[src/rtl/mpuart_pkg.sv]
package mpuart_pkg;

    localparam int DATA_W = 8;
    localparam int REG_AW = 2;

    localparam logic [REG_AW-1:0] REG_DATA = 2'd0;
    localparam logic [REG_AW-1:0] REG_CTRL = 2'd1;
    localparam logic [REG_AW-1:0] REG_STAT = 2'd2;

    localparam int ST_READY = 0;
    localparam int ST_WAKE  = 1;
    localparam int ST_FERR  = 2;
    localparam int ST_OVR   = 3;

    typedef struct packed {
        logic [DATA_W-1:0] data;
        logic              is_addr;
        logic              ferr;
    } frame_t;

    typedef struct packed {
        logic dma_en;
        logic rx_ie;
        logic sleep;
    } ctrl_t;

    typedef enum logic {
        RX_IDLE,
        RX_BITS
    } rx_state_e;

    function automatic logic majority3(input logic [2:0] s);
        return (s[0] & s[1]) | (s[1] & s[2]) | (s[0] & s[2]);
    endfunction

endpackage

[src/rtl/mpuart_sync.sv]
module mpuart_sync #(
    parameter int STAGES = 2
) (
    input  logic clk,
    input  logic rst,
    input  logic din,
    output logic dout
);
    logic [STAGES-1:0] pipe;

    always_ff @(posedge clk) begin
        if (rst) pipe <= '1;
        else     pipe <= {pipe[STAGES-2:0], din};
    end

    assign dout = pipe[STAGES-1];
endmodule

[src/rtl/mpuart_deframer.sv]
module mpuart_deframer
    import mpuart_pkg::*;
#(
    parameter int OSR = 16
) (
    input  logic   clk,
    input  logic   rst,
    input  logic   os_tick,
    input  logic   rxd_s,
    output logic   frm_done,
    output frame_t frm
);
    localparam int CNT_W      = $clog2(OSR);
    localparam int MID        = OSR / 2;
    localparam int BITS_TOTAL = DATA_W + 3;
    localparam int IDX_W      = $clog2(BITS_TOTAL + 1);
    localparam logic [CNT_W-1:0] S0   = CNT_W'(MID - 1);
    localparam logic [CNT_W-1:0] S1   = CNT_W'(MID);
    localparam logic [CNT_W-1:0] S2   = CNT_W'(MID + 1);
    localparam logic [CNT_W-1:0] VOTE = CNT_W'(MID + 2);
    localparam logic [CNT_W-1:0] LAST = CNT_W'(OSR - 1);
    localparam logic [IDX_W-1:0] IDX_ADDR = IDX_W'(DATA_W + 1);
    localparam logic [IDX_W-1:0] IDX_LDAT = IDX_W'(DATA_W);

    rx_state_e         state;
    logic [CNT_W-1:0]  os_cnt;
    logic [IDX_W-1:0]  bit_idx;
    logic [2:0]        samp;
    logic [DATA_W-1:0] shreg;
    logic              addr_bit;
    logic              vote;

    assign vote = majority3(samp);

    always_ff @(posedge clk) begin
        if (rst) begin
            state    <= RX_IDLE;
            os_cnt   <= '0;
            bit_idx  <= '0;
            samp     <= '1;
            shreg    <= '0;
            addr_bit <= 1'b0;
            frm_done <= 1'b0;
            frm      <= '0;
        end else begin
            frm_done <= 1'b0;
            if (os_tick) begin
                case (state)
                    RX_IDLE: begin
                        if (!rxd_s) begin
                            state   <= RX_BITS;
                            os_cnt  <= CNT_W'(1);
                            bit_idx <= '0;
                        end
                    end
                    RX_BITS: begin
                        if (os_cnt == LAST) begin
                            os_cnt  <= '0;
                            bit_idx <= bit_idx + 1'b1;
                        end else begin
                            os_cnt <= os_cnt + 1'b1;
                        end
                        if (os_cnt == S0) samp[0] <= rxd_s;
                        if (os_cnt == S1) samp[1] <= rxd_s;
                        if (os_cnt == S2) samp[2] <= rxd_s;
                        if (os_cnt == VOTE) begin
                            if (bit_idx == '0) begin
                                if (vote) state <= RX_IDLE;
                            end else if (bit_idx <= IDX_LDAT) begin
                                shreg <= {vote, shreg[DATA_W-1:1]};
                            end else if (bit_idx == IDX_ADDR) begin
                                addr_bit <= vote;
                            end else begin
                                frm_done    <= 1'b1;
                                frm.data    <= shreg;
                                frm.is_addr <= addr_bit;
                                frm.ferr    <= ~vote;
                                state       <= RX_IDLE;
                            end
                        end
                    end
                    default: state <= RX_IDLE;
                endcase
            end
        end
    end
endmodule

[src/rtl/mpuart_regs.sv]
module mpuart_regs
    import mpuart_pkg::*;
(
    input  logic              clk,
    input  logic              rst,
    input  logic              frm_done,
    input  frame_t            frm,
    input  logic [REG_AW-1:0] reg_addr,
    input  logic              reg_wr,
    input  logic              reg_rd,
    input  logic [DATA_W-1:0] reg_wdata,
    output logic [DATA_W-1:0] reg_rdata,
    output logic              irq,
    output logic              dma_req,
    output logic              ready_q,
    output logic              wake_q,
    output logic              ferr_q,
    output logic              ovr_q,
    output logic [DATA_W-1:0] data_q,
    output ctrl_t             ctrl_q
);
    logic xfer;
    logic rd_data;
    logic wr_stat;

    assign xfer    = frm_done & (frm.is_addr | ~ctrl_q.sleep);
    assign rd_data = reg_rd & (reg_addr == REG_DATA);
    assign wr_stat = reg_wr & (reg_addr == REG_STAT);

    always_ff @(posedge clk) begin
        if (rst) begin
            ready_q <= 1'b0;
            wake_q  <= 1'b0;
            ferr_q  <= 1'b0;
            ovr_q   <= 1'b0;
            data_q  <= '0;
            ctrl_q  <= '0;
            dma_req <= 1'b0;
        end else begin
            dma_req <= xfer & ctrl_q.dma_en;
            if (reg_wr && reg_addr == REG_CTRL)
                ctrl_q <= ctrl_t'(reg_wdata[2:0]);
            if (xfer) begin
                data_q  <= frm.data;
                wake_q  <= frm.is_addr;
                ready_q <= 1'b1;
            end else if (rd_data) begin
                ready_q <= 1'b0;
            end
            if (frm_done && frm.ferr)          ferr_q <= 1'b1;
            else if (wr_stat && reg_wdata[ST_FERR]) ferr_q <= 1'b0;
            if (xfer && ready_q && !rd_data)   ovr_q <= 1'b1;
            else if (wr_stat && reg_wdata[ST_OVR])  ovr_q <= 1'b0;
        end
    end

    assign irq = ready_q & ctrl_q.rx_ie;

    always_comb begin
        reg_rdata = '0;
        case (reg_addr)
            REG_DATA: reg_rdata = data_q;
            REG_CTRL: reg_rdata[2:0] = ctrl_q;
            REG_STAT: begin
                reg_rdata[ST_READY] = ready_q;
                reg_rdata[ST_WAKE]  = wake_q;
                reg_rdata[ST_FERR]  = ferr_q;
                reg_rdata[ST_OVR]   = ovr_q;
            end
            default: reg_rdata = '0;
        endcase
    end
endmodule

[src/rtl/mpuart_rx.sv]
module mpuart_rx
    import mpuart_pkg::*;
#(
    parameter int OSR         = 16,
    parameter int SYNC_STAGES = 2
) (
    input  logic              clk,
    input  logic              rst,
    input  logic              os_tick,
    input  logic              rxd,
    input  logic [REG_AW-1:0] reg_addr,
    input  logic              reg_wr,
    input  logic              reg_rd,
    input  logic [DATA_W-1:0] reg_wdata,
    output logic [DATA_W-1:0] reg_rdata,
    output logic              irq,
    output logic              dma_req
);
    logic              rxd_s;
    logic              frm_done;
    frame_t            frm;
    logic              ready_q, wake_q, ferr_q, ovr_q;
    logic [DATA_W-1:0] data_q;
    ctrl_t             ctrl_q;

    mpuart_sync #(.STAGES(SYNC_STAGES)) sync_i (
        .clk(clk), .rst(rst), .din(rxd), .dout(rxd_s)
    );

    mpuart_deframer #(.OSR(OSR)) deframer_i (
        .clk(clk), .rst(rst), .os_tick(os_tick), .rxd_s(rxd_s),
        .frm_done(frm_done), .frm(frm)
    );

    mpuart_regs regs_i (
        .clk(clk), .rst(rst), .frm_done(frm_done), .frm(frm),
        .reg_addr(reg_addr), .reg_wr(reg_wr), .reg_rd(reg_rd),
        .reg_wdata(reg_wdata), .reg_rdata(reg_rdata), .irq(irq),
        .dma_req(dma_req), .ready_q(ready_q), .wake_q(wake_q),
        .ferr_q(ferr_q), .ovr_q(ovr_q), .data_q(data_q), .ctrl_q(ctrl_q)
    );
endmodule

[config.mk]
export PLATFORM = sky130hd
export DESIGN_NAME = mpuart_rx
export DESIGN_NICKNAME = d
export VERILOG_FILES = /design/src/rtl/mpuart_pkg.sv /design/src/rtl/mpuart_sync.sv /design/src/rtl/mpuart_deframer.sv /design/src/rtl/mpuart_regs.sv /design/src/rtl/mpuart_rx.sv
export SDC_FILE = /design/constraint.sdc
export NUM_CORES = 1
export LEC_CHECK = 0
export ABC_AREA = 1
export BUFFER_PORTS_ARGS = -buffer_cell sky130_fd_sc_hd__buf_2
export CAP_MARGIN = 20
export CORE_AREA = 2 2 65 73
export CTS_CLUSTER_DIAMETER = 150
export DETAILED_ROUTE_END_ITERATION = 8
export DIE_AREA = 0 0 67 75
export HOLD_SLACK_MARGIN = 0.12
export PLACE_DENSITY_LB_ADDON = 0.08
export RECOVER_POWER = 25
export SYNTH_ARGS = -nofsm -noshare
export SYNTH_HDL_FRONTEND = slang
export SYNTH_SLANG_ARGS = --single-unit
[constraint.sdc]
create_clock -name clk -period 1.55 [get_ports clk]
set_input_delay 0.155 -clock clk [delete_from_list [all_inputs] [get_ports clk]]
set_output_delay 0.155 -clock clk [all_outputs]
set_load 0.005 [all_outputs]
==> impl_metrics.toml <==
[timing]
fin_tns_setup_ns = 0
period_needed_ns = 1.41
worst_slack_ns = 0.142
hold_slack_ns = 0.151
setup_viol = 0
finalHoldViolCount = 0
tightest_slew_ns = 0.411
slew_headroom_pct = 72.3
min_period_over_period_pct = 90.9
rsz0062_at_grt = "false"
slew_violations = 0
fmax_mhz = 710
clock_skew_ns = 0.0134

[global_routing]
antenna_found_initial = 0
grt.busiest_layer = "met2"
grt_usage_pct = 18.6
grt_max_degree = 30
grt_util_met1_pct = 21.6
met3_usage_pct = 4.04
gr-usage-met2_pct = 34.3
grt_pass1_vias = 1783
grt_pass1_wl_um = 7280
grt.overflow.total = 0

[logic_synthesis]
synth_top_family_by_area = "simple AND/OR/NAND/NOR gates"
synthArstFlopShare_pct = 0
synthXorXnorAreaFrac_pct = 0
yosys.area_share.simple_pct = 31.3
synth_edf_count = 0
synth_cells = 323
ys_warn_count = 0
synth.most_common_cell = "nand2_1"
synth_nets = 346
syn_area_um2 = 2290
synth_cell_types = 26
netlist.area_leader.share_pct = 43.7
synth_top_cells_by_count = "nand2_1, nor2_1, dfxtp_1, inv_1, nand3_1"
synth_top_flop_cell = "dfxtp_1"
yosys-top-cells-area = "dfxtp_1, nand2_1, nor2_1, nand3_1, a21oi_1"
synth_compound_area_share_pct = 12.0
synth_top_area_cell = "dfxtp_1"
yosysSeqAreaShare_pct = 43.7
synth_mux_area_share_pct = 0
synth_fa_ha_area_share_pct = 3.82
ys_ff_latch = 50
syn_area_per_cell_um2 = 7.10

[layout]
drive_gt1_share_pct = 12.1
area_growth_pct = 12.4
fillers = 420
final_cells = 402
num_antenna_cells = 0
nets = 370
final_area_um2 = 2580
seq_area_um2 = 1010
multi_input_comb_area_um2 = 1080

[power]
total_leakage_power_nw = 1.05
power.density_nw_per_um2 = 844
ir_worst_vdd_mv = 0.537

[clock_tree]
clock_sinks = 50
numCtsBuffers = 5
clkTransAtPathRegs_ns = 0.09
cts_tree = "built"
cts_buffer_depth = 2
htreeDepth = 2
clock_latency_ns = 0.30
root_buffer = "clkbuf_8"

[placed_design]
dp_worst_setup_slack_ns = 0.0542
routabilityCongestion = 0.897
placed_cell_area_um2 = 2470
port_buffers = 21
dp_hpwl_um = 3140
dpl.cell_count = 393

[worst_setup_path]
start_kind = "register"
worst_path_max_delay_cell = "dfxtp_1"
required_ns = 1.75
cp_data_arrival_time_ns = 1.61
cp_top_family = "simple AND/OR/NAND/NOR gates"
crit_chain = "inv_1 -> ha_1 -> nand3_1 -> nor2_4 -> buf_12 -> nand3_1 -> nand2_1 -> nor2_1"
crit_type = "reg2reg"
crit_buf_inv = 2
cp_max_fo = 29
endpoint_kind = "register"
max_stage_delay_ns = 0.35
cpMostUsedCell = "nand3_1"

[run_status]
outcome = "finished, final reports clean"

[die]
num_rows = 25
io_pins = 26
die_w_um = 67
start_util_pct = 53.9
dieArea_um2 = 5030
die-height_um = 75
core_um2 = 4250

[drt]
ant_nets = 0
drtIter0Drc = 114
wire_per_inst_um = 10.8
firstDrtPassIters = 4
vias_per_cell = 4.96
drt-total-wl_um = 4360
vias = 1994
drc = 0

[run]
max_cap_viol_count = 0

[worst_hold_path]
hold_class = "in2reg"
## cells in the final DEF, fill, tap and decap left out, drive strengths merged
master / n
nand2: 63
nor2: 56
dfxtp: 50
inv: 38
nand3: 35
a21oi: 28
buf: 23
o21ai: 18
clkbuf: 10
ha: 7
o211ai: 3
nor3: 3
nand4: 3
nand3b: 3
or2: 2
a22o: 1
o31ai: 1
o22ai: 1
clkinv: 1
clkinvlp: 1
dlygate4sd3: 1
## final timing paths
path,to,depth (start not counted),slack [ns],from
worst max register to register,deframer_i.shreg[2],8,0.14,deframer_i.os_cnt[0]
worst min register to register,sync_i.pipe[1],1,0.43,sync_i.pipe[0]
worst min-delay path,regs_i.ctrl_q[1],3,0.15,reg_wdata[1]
worst max-delay path,deframer_i.shreg[2],8,0.14,deframer_i.os_cnt[0]
## through the flow
step / utilization (%) / power [mW]
2_1_floorplan: - / 1.40
3_3_place_gp: 58.1 / 1.43
3_5_place_dp: 58.1 / 1.44
4_1_cts: 60.5 / 2.21
5_1_grt: 60.6 / 2.28
6_report: 60.6 / 2.17
## report_power, final
part	internal (mW)	total, mW	switching (mW)
combinational	0.0378	0.107	0.0696
clock	0.326	0.769	0.443
sequential	1.29	1.30	0.00587
total	1.66	2.17	0.519
## metal layers
layer	vias up	part of all wire [%]
met5	-	0
met4	0	1.3
met3	6	3.2
met2	34	48
met1	875	47
li1	1079	-
## logic make-up after synthesis
logic type	count (synthesis)
buf+inv	49
compound gates	52
simple gates	165
fa+ha+maj	7
flops	50
## flip-flops by register name (all words and copies together), names as in the netlist
register	cells
deframer_i.frm_done	1
deframer_i.frm	10
deframer_i.addr_bit	1
regs_i.dma_req	1
deframer_i.state	1
deframer_i.os_cnt	4
regs_i.ovr_q	1
deframer_i.bit_idx	4
deframer_i.samp	3
regs_i.wake_q	1
regs_i.ferr_q	1
regs_i.data_q	8
regs_i.ctrl_q	3
deframer_i.shreg	8
regs_i.ready_q	1
sync_i.pipe	2
## repair_timing
action	4_1_cts	5_1_grt
hold endpoints to repair	1	0
setup endpoints to repair	0	18
setup buffers	0	0
hold buffers	1	0
resized for setup	0	5
## area by class of cell
cell class / count / share of cell area, %
inverter: 37 / 5.39
clock buffer: 5 / 2.67
multi-input combinational: 224 / 42.1
timing repair buffer: 29 / 7.24
clock inverter: 3 / 0.971
sequential: 50 / 39.0
tap: 54 / 2.62
## worst reg2reg max path, stage by stage (launching register included)
cell	delay, ns
dfxtp_1	0.35
inv_1	0.13
ha_1	0.20
nand3_1	0.13
nor2_4	0.12
buf_12	0.18
nand3_1	0.10
nand2_1	0.07
nor2_1	0.04
Note: power is estimated with default switching activity, not from simulation.
